### src/rtl/adc_rd_pkg.sv
// Package: shared constants and state type for the serial ADC readout
// controller. Edge numbers count data-clock rising edges from 1 in a frame.
package adc_rd_pkg;

    typedef enum logic [1:0] {
        ST_IDLE,
        ST_FRAME,
        ST_GAP
    } rd_state_t;

    localparam int DATA_BITS   = 16;
    localparam int POS_W       = $clog2(DATA_BITS);
    localparam int NULL_EDGE   = 6;                          // edge carrying the null bit
    localparam int MSB_LAST    = NULL_EDGE + DATA_BITS;      // edge carrying bit 0
    localparam int REPLAY_LAST = NULL_EDGE + 2*DATA_BITS - 1; // edge carrying repeated bit 15
    localparam int MIN_KEEP    = 3;

endpackage

### src/rtl/adc_rd_baud.sv
// Module: adc_rd_baud
// Produces a one-cycle tick every HALF system cycles while run is high.
// Assumes half >= 1. The counter restarts whenever run is low, so the first
// tick comes exactly half cycles after run rises.
module adc_rd_baud #(
    parameter int DIV_W = 16
) (
    input  logic             clk,
    input  logic             rst_n,
    input  logic             run,
    input  logic [DIV_W-1:0] half,
    output logic             tick
);

    logic [DIV_W-1:0] cnt;

    assign tick = run && (cnt == half - DIV_W'(1));

    // Count system cycles within one data-clock phase.
    always_ff @(posedge clk) begin
        if (!rst_n) begin
            cnt <= '0;
        end else if (!run || tick) begin
            cnt <= '0;
        end else begin
            cnt <= cnt + DIV_W'(1);
        end
    end

endmodule

### src/rtl/adc_rd_seq.sv
// Module: adc_rd_seq
// Frame sequencer. It drives chip-select and the data clock, numbers the
// rising edges, signals the end of a frame and holds chip-select high for two
// phase ticks (one data-clock period) before it accepts the next start.
// Assumes last_edge stays stable during a frame.
module adc_rd_seq
    import adc_rd_pkg::*;
#(
    parameter int EDGE_W = 6
) (
    input  logic              clk,
    input  logic              rst_n,
    input  logic              start,
    input  logic              tick,
    input  logic [EDGE_W-1:0] last_edge,
    output logic              cs_n,
    output logic              sclk,
    output logic              accept,
    output logic              rise,
    output logic [EDGE_W-1:0] edge_idx,
    output logic              done,
    output logic              busy
);

    rd_state_t         state;
    logic [EDGE_W-1:0] edge_cnt;
    logic              gap_half;

    assign accept   = (state == ST_IDLE) && start;
    assign rise     = (state == ST_FRAME) && tick && !sclk;
    assign edge_idx = edge_cnt + EDGE_W'(1);
    assign done     = (state == ST_FRAME) && tick && sclk && (edge_cnt == last_edge);
    assign busy     = (state != ST_IDLE);

    // Step through idle, frame and recovery, toggling the data clock on ticks.
    always_ff @(posedge clk) begin
        if (!rst_n) begin
            state    <= ST_IDLE;
            cs_n     <= 1'b1;
            sclk     <= 1'b0;
            edge_cnt <= '0;
            gap_half <= 1'b0;
        end else begin
            case (state)
                ST_IDLE: begin
                    if (start) begin
                        state    <= ST_FRAME;
                        cs_n     <= 1'b0;
                        sclk     <= 1'b0;
                        edge_cnt <= '0;
                    end
                end
                ST_FRAME: begin
                    if (tick) begin
                        if (!sclk) begin
                            sclk     <= 1'b1;
                            edge_cnt <= edge_cnt + EDGE_W'(1);
                        end else if (edge_cnt == last_edge) begin
                            sclk     <= 1'b0;
                            cs_n     <= 1'b1;
                            gap_half <= 1'b0;
                            state    <= ST_GAP;
                        end else begin
                            sclk <= 1'b0;
                        end
                    end
                end
                ST_GAP: begin
                    if (tick) begin
                        if (gap_half) begin
                            state <= ST_IDLE;
                        end else begin
                            gap_half <= 1'b1;
                        end
                    end
                end
                default: begin
                    state <= ST_IDLE;
                    cs_n  <= 1'b1;
                    sclk  <= 1'b0;
                end
            endcase
        end
    end

endmodule

### src/rtl/adc_rd_capture.sv
// Module: adc_rd_capture
// Samples serial data on each numbered rising edge. It checks the null bit,
// shifts in the kept result bits most significant first, and compares the
// least-significant-first repeat against the word when check mode is on.
// Assumes check_en is only set when all DATA_BITS bits are kept.
module adc_rd_capture
    import adc_rd_pkg::*;
#(
    parameter int EDGE_W = 6,
    parameter int KEEP_W = 5
) (
    input  logic                 clk,
    input  logic                 rst_n,
    input  logic                 clear,
    input  logic                 rise,
    input  logic [EDGE_W-1:0]    edge_idx,
    input  logic                 sdi,
    input  logic [KEEP_W-1:0]    keep_n,
    input  logic                 check_en,
    output logic [DATA_BITS-1:0] word,
    output logic                 err
);

    localparam logic [EDGE_W-1:0] E_NULL = EDGE_W'(NULL_EDGE);
    localparam logic [EDGE_W-1:0] E_MSB  = EDGE_W'(MSB_LAST);
    localparam logic [EDGE_W-1:0] E_REP  = EDGE_W'(REPLAY_LAST);

    logic              null_bad;
    logic              mismatch;
    logic [EDGE_W-1:0] keep_last;
    logic [POS_W-1:0]  rep_pos;
    logic              in_data;
    logic              in_replay;

    assign keep_last = E_NULL + EDGE_W'(keep_n);
    assign rep_pos   = POS_W'(edge_idx - E_MSB);
    assign in_data   = (edge_idx > E_NULL) && (edge_idx <= keep_last);
    assign in_replay = check_en && (edge_idx > E_MSB) && (edge_idx <= E_REP);
    assign err       = null_bad | mismatch;

    // Capture the null bit, the result bits and any repeat mismatch.
    always_ff @(posedge clk) begin
        if (!rst_n || clear) begin
            word     <= '0;
            null_bad <= 1'b0;
            mismatch <= 1'b0;
        end else if (rise) begin
            if (edge_idx == E_NULL) begin
                null_bad <= sdi;
            end
            if (in_data) begin
                word <= {word[DATA_BITS-2:0], sdi};
            end
            if (in_replay && (sdi != word[rep_pos])) begin
                mismatch <= 1'b1;
            end
        end
    end

endmodule

### src/rtl/adc_reader.sv
// Module: adc_reader (top)
// Host-side readout controller for a 16-bit serial converter. It clamps the
// requested divider and bit count, latches the configuration when a frame
// starts, runs the sequencer and capture logic, and registers the result.
// Assumes sdi_i is stable around each rising data-clock edge, which holds
// because the converter changes it on the falling edge, a full phase earlier.
module adc_reader
    import adc_rd_pkg::*;
#(
    parameter int SYS_CLK_HZ = 48_000_000,
    parameter int DIV_W      = 16,
    parameter int KEEP_W     = 5,
    parameter int FRAME_CLKS = 24
) (
    input  logic                 clk,
    input  logic                 rst_n,
    input  logic                 start_i,
    input  logic [DIV_W-1:0]     div_i,
    input  logic [KEEP_W-1:0]    keep_i,
    input  logic                 verify_i,
    input  logic                 sdi_i,
    output logic                 cs_n_o,
    output logic                 sclk_o,
    output logic [DATA_BITS-1:0] result_o,
    output logic                 valid_o,
    output logic                 frame_err_o,
    output logic                 overrun_o
);

    localparam int HALF_FREQ = (SYS_CLK_HZ + 4_799_999) / 4_800_000;
    localparam int HALF_TIME = (SYS_CLK_HZ + 4_999_999) / 5_000_000;
    localparam int HALF_MIN  = (HALF_FREQ > HALF_TIME) ? HALF_FREQ : HALF_TIME;
    localparam int HALF_MAX  = SYS_CLK_HZ / 48_000;
    localparam int FULL_LAST = (FRAME_CLKS < MSB_LAST) ? MSB_LAST : FRAME_CLKS;
    localparam int TOP_EDGE  = (FULL_LAST > REPLAY_LAST) ? FULL_LAST : REPLAY_LAST;
    localparam int EDGE_W    = $clog2(TOP_EDGE + 1);

    logic [DIV_W-1:0]  half_eff, half_q;
    logic [KEEP_W-1:0] keep_eff, keep_q;
    logic              check_q;
    logic [EDGE_W-1:0] last_edge;
    logic              tick, accept, rise, done, busy;
    logic [EDGE_W-1:0] edge_idx;
    logic [DATA_BITS-1:0] cap_word;
    logic              cap_err;

    // Clamp the requested half period and bit count to legal values.
    always_comb begin
        if (div_i < DIV_W'(HALF_MIN)) begin
            half_eff = DIV_W'(HALF_MIN);
        end else if (div_i > DIV_W'(HALF_MAX)) begin
            half_eff = DIV_W'(HALF_MAX);
        end else begin
            half_eff = div_i;
        end
        if (keep_i < KEEP_W'(MIN_KEEP)) begin
            keep_eff = KEEP_W'(MIN_KEEP);
        end else if (keep_i > KEEP_W'(DATA_BITS)) begin
            keep_eff = KEEP_W'(DATA_BITS);
        end else begin
            keep_eff = keep_i;
        end
    end

    // Latch the frame configuration when a start is accepted.
    always_ff @(posedge clk) begin
        if (!rst_n) begin
            half_q  <= DIV_W'(HALF_MIN);
            keep_q  <= KEEP_W'(DATA_BITS);
            check_q <= 1'b0;
        end else if (accept) begin
            half_q  <= half_eff;
            keep_q  <= keep_eff;
            check_q <= verify_i && (keep_eff == KEEP_W'(DATA_BITS));
        end
    end

    // Choose the last rising edge of the frame from the latched mode.
    always_comb begin
        if (check_q) begin
            last_edge = EDGE_W'(REPLAY_LAST);
        end else if (keep_q == KEEP_W'(DATA_BITS)) begin
            last_edge = EDGE_W'(FULL_LAST);
        end else begin
            last_edge = EDGE_W'(NULL_EDGE) + EDGE_W'(keep_q);
        end
    end

    adc_rd_baud #(
        .DIV_W (DIV_W)
    ) u_baud (
        .clk   (clk),
        .rst_n (rst_n),
        .run   (busy),
        .half  (half_q),
        .tick  (tick)
    );

    adc_rd_seq #(
        .EDGE_W (EDGE_W)
    ) u_seq (
        .clk       (clk),
        .rst_n     (rst_n),
        .start     (start_i),
        .tick      (tick),
        .last_edge (last_edge),
        .cs_n      (cs_n_o),
        .sclk      (sclk_o),
        .accept    (accept),
        .rise      (rise),
        .edge_idx  (edge_idx),
        .done      (done),
        .busy      (busy)
    );

    adc_rd_capture #(
        .EDGE_W (EDGE_W),
        .KEEP_W (KEEP_W)
    ) u_cap (
        .clk      (clk),
        .rst_n    (rst_n),
        .clear    (accept),
        .rise     (rise),
        .edge_idx (edge_idx),
        .sdi      (sdi_i),
        .keep_n   (keep_q),
        .check_en (check_q),
        .word     (cap_word),
        .err      (cap_err)
    );

    // Register the result, error flag and valid strobe at the end of a frame.
    always_ff @(posedge clk) begin
        if (!rst_n) begin
            result_o    <= '0;
            frame_err_o <= 1'b0;
            valid_o     <= 1'b0;
        end else begin
            valid_o <= done;
            if (done) begin
                result_o    <= cap_word;
                frame_err_o <= cap_err;
            end
        end
    end

    // Record a start request that arrives while busy; cleared only by reset.
    always_ff @(posedge clk) begin
        if (!rst_n) begin
            overrun_o <= 1'b0;
        end else if (start_i && busy) begin
            overrun_o <= 1'b1;
        end
    end

endmodule

### config.mk
export PLATFORM = sky130hd
export DESIGN_NAME = adc_reader
export DESIGN_NICKNAME = d
export VERILOG_FILES = /design/src/rtl/adc_rd_pkg.sv /design/src/rtl/adc_rd_baud.sv /design/src/rtl/adc_rd_seq.sv /design/src/rtl/adc_rd_capture.sv /design/src/rtl/adc_reader.sv
export SDC_FILE = /design/constraint.sdc
export NUM_CORES = 1
export LEC_CHECK = 0
export ABC_AREA = 0
export BUFFER_PORTS_ARGS = -buffer_cell sky130_fd_sc_hd__buf_2
export CAP_MARGIN = 10
export CORE_MARGIN = 10
export CORE_UTILIZATION = 45
export DETAILED_ROUTE_END_ITERATION = 8
export GPL_TIMING_DRIVEN = 0
export PLACE_DENSITY = 0.69
export SETUP_SLACK_MARGIN = 0.2
export SYNTH_ARGS = -nofsm -noshare
export SYNTH_HDL_FRONTEND = slang
export SYNTH_HIERARCHICAL = 1
export SYNTH_SLANG_ARGS = --single-unit
### constraint.sdc
create_clock -name clk -period 4.3 [get_ports clk]
set_input_delay 0.215 -clock clk [delete_from_list [all_inputs] [get_ports clk]]
set_output_delay 0.215 -clock clk [all_outputs]
set_load 0.02 [all_outputs]
==> impl_metrics.ini <==
[run_status]
status = finished, final reports clean

[clocking]
htree_num_levels = 3
clk_latency_ns = 0.36
clk_pin_slew_ns = 0.09
cts_inserted_buffers = 9
cts_tree = yes
cts_num_sinks = 86
clockBufferDepth = 2
clock-root-buffer = clkbuf_8

[job]
drv_cap = 0

[drt]
vias_per_cell = 5.354
drt_wl_total_mm = 10.71
ant_nets = 0
drc_errors = 0
wl_per_cell_microns = 14.69
drtPass1Iterations = 6
num_vias = 3903
drtIter0Drc = 225

[grt]
grtUsageTotal_pct = 14.46
grt_pass1_vias = 3707
grt_first_pass_wirelength_mm = 17.76
grt_overflow = 0
grt_max_degree = 16
antenna_found_initial = 0

[worst_setup_path]
path_delay_family = simple AND/OR/NAND/NOR gates
critPathKind = flip-flop to flip-flop
crit_path_cell_trace = or4_1, clkbuf_2, nor4b_2, o211ai_1, a2111oi_4, and3_2, and3_1, buf_2, nand2_2, nor3_4, o21ai_1, a21oi_4, buf_4, mux2i_1
crit_slowest_cell = or4_1
endpoint_kind = flip-flop
crit_fanout = 8
required_ns = 4.57
critPathMaxStageDelay_ns = 0.56
crit_arrival_ns = 4.11
path_buf_inv = 3
cp-start-kind = flip-flop

[power_and_ir_drop]
comb_power_share_pct = 9.7
seqPwrFrac_pct = 55.3
clkPwrFrac_pct = 35.0
p_sw_uw = 399.0
p_per_area_nw_per_um2 = 278.9
p_int_mw = 1.090
finalPower_mw = 1.489
ir_worst_vdd_uv = 167.6
p_leak_nw = 2.084
p_sw_share_pct = 26.80

[synthesis]
syn-num-nets = 561
synth_top_area_share_pct = 37.14
ys_ff_latch = 86
ys.flop_type = dfxtp_1
ys_warn_count = 6
async_flop_share_pct = 0
syn_area_sq_um = 4636
synthesis.instances = 523
synth.yosys.seq_area_share_pct = 37.14
synth_edf_count = 0
yosysTopAreaCell = dfxtp_1
synth.area.top_cells = dfxtp_1 (37%), mux2i_1 (8.0%), nor2_1 (6.0%)
syn_area_per_cell_sq_um = 8.864
yosysUniqueCellTypes = 76

[floorplan]
dieHeight_microns = 121.5
dieWidth_microns = 121.5
die-area_sq_um = 14760
num_rows = 36
num_io_pins = 47
core_sq_um = 9910
start_util_pct = 46.78

[place]
gp_congestion = 0.7895
io_buffers = 46
place_inst = 702
dp_hpwl_mm = 7.789
postPlaceCellArea_sq_um = 5032

[sta]
fin_crit_sh_pct = 89.24
clock-skew-final_ns = 0.01783
final_max_slew_viol_count = 0
tightestPinTransition_ns = 0.5899
maxSlewHeadroom_pct = 60.67
fmax_mhz = 260.6
hold_viol = 0
min_period_ns = 3.837
rsz0062_at_grt = no
setup-violations-final = 0

[finish]
nets = 629
final_common_cell = dfxtp_1
drive_above_1_share_pct = 19.80
multi_input_area_sq_um = 2735
insertedDiodeCount = 0
seq_area_sq_um = 1722
fin_area_sq_um = 5338
area_growth_pct = 15.14
fill_cells = 941
layout_common_cells = dfxtp_1 (86), nor2_1 (74), buf_2 (53)
layout.cells.non_filler = 729

[hold_path]
hold_class = input pin to flip-flop
power by group through the flow:
stage               Clock, mW  Combinational, mW  Sequential (mW)
floorplan                   0             0.0936            0.839
global placement            0              0.134            0.841
detailed placement          0              0.139            0.842
CTS                     0.530              0.140            0.823
global route            0.565              0.160            0.825
finish                  0.521              0.145            0.823
registers in the layout, indices dropped and copies added (netlist names):
register        cells
check_q             1
frame_err_o         1
half_q             16
keep_q              5
overrun_o           1
result_o           16
u_baud/cnt         16
u_cap/mismatch      1
u_cap/null_bad      1
u_cap/word         16
u_seq/cs_n          1
u_seq/edge_cnt      6
u_seq/gap_half      1
u_seq/sclk          1
u_seq/state         2
valid_o             1
layout make-up:
| class | count | area share [%] |
|---|---|---|
| well taps | 133 | 3.118 |
| plain buffers | 24 | 2.625 |
| clock inverters | 6 | 0.7032 |
| multi-input cells | 390 | 51.24 |
| clock buffers | 10 | 2.579 |
| inverters | 23 | 1.617 |
| repair buffers | 57 | 5.860 |
| flip-flops and latches | 86 | 32.26 |
worst register-to-register path: stages, from the launching register on:
cell       delay (ns)
dfxtp_1          0.39
or4_1            0.56
clkbuf_2         0.18
nor4b_2          0.32
o211ai_1         0.21
a2111oi_4        0.36
and3_2           0.23
and3_1           0.18
buf_2            0.19
nand2_2          0.11
nor3_4           0.26
o21ai_1          0.15
a21oi_4          0.20
buf_4            0.19
mux2i_1          0.22
layer usage:
layer	GRT usage, %	up-vias	part of all wire, %	wire [microns]
li1	-	1982	-	-
met1	19.26	1819	49	5302
met2	22.19	95	43	4654
met3	4.188	7	6.3	672
met4	4.024	0	0.77	82
met5	0	-	0	0
timing repair:
item,4_1_cts,5_1_grt
hold buffers,0,0
pin swaps,1,1
gates resized for setup,4,7
setup buffers,4,7
endpoints found under the setup margin,26,39
final timing paths:
| path | from | to | slack (ns) | cells after the start |
|---|---|---|---|---|
| max | half_q[4]$_SDFFE_PN0P_ | u_cap/word[1]$_SDFFE_PP0P_ | 0.46 | 14 |
| min | div_i[0] | half_q[0]$_SDFFE_PN0P_ | 0.11 | 3 |
| min reg2reg | u_cap/null_bad$_SDFFE_PP0P_ | u_cap/null_bad$_SDFFE_PP0P_ | 0.49 | 2 |
| max reg2reg | half_q[4]$_SDFFE_PN0P_ | u_cap/word[1]$_SDFFE_PP0P_ | 0.46 | 14 |
synthesized netlist by cell type, types with 4 or more instances:
cell type,count
o21a_1,4
nor3_1,7
buf_2,9
mux4_2,4
nor2_1,74
inv_1,22
nand2b_1,10
a21o_1,5
ha_1,12
a31oi_1,4
clkbuf_1,11
and3_1,13
o21ai_0,12
mux2i_1,37
xor2_1,18
dfxtp_1,86
nand2_1,42
a211oi_1,6
nor4_1,6
nand3_1,12
xnor2_1,29
a21oi_1,15
a311oi_1,4
nand4_1,8
per-stage QoR:
stage                     util [%]  hold WS, ns  setup TNS (ns)  setup WS [ns]
after floorplan                  -       0.3053               0         0.6105
after global placement       50.78       0.4566         -0.2086       -0.02633
after detailed placement     50.78       0.4747          -1.115       -0.08028
after CTS                    53.06       0.1084               0         0.2215
after global routing         53.86       0.1165               0         0.2188
final                        53.86       0.1141               0         0.4627
kinds of logic (layout without fill, tap and decap cells):
group | Yosys count | count (layout) | synth area share (%)
and+or+nand+nor | 210 | 210 | 23.67
adders and majority gates | 12 | 12 | 3.239
muxes | 41 | 41 | 9.933
DFF | 86 | 86 | 37.14
xor gates and xnor gates | 47 | 47 | 8.880
buffers and inverters | 47 | 120 | 4.615
AOI/OAI and AO/OA | 80 | 80 | 12.52
Note: power is estimated with default switching activity, not from simulation.
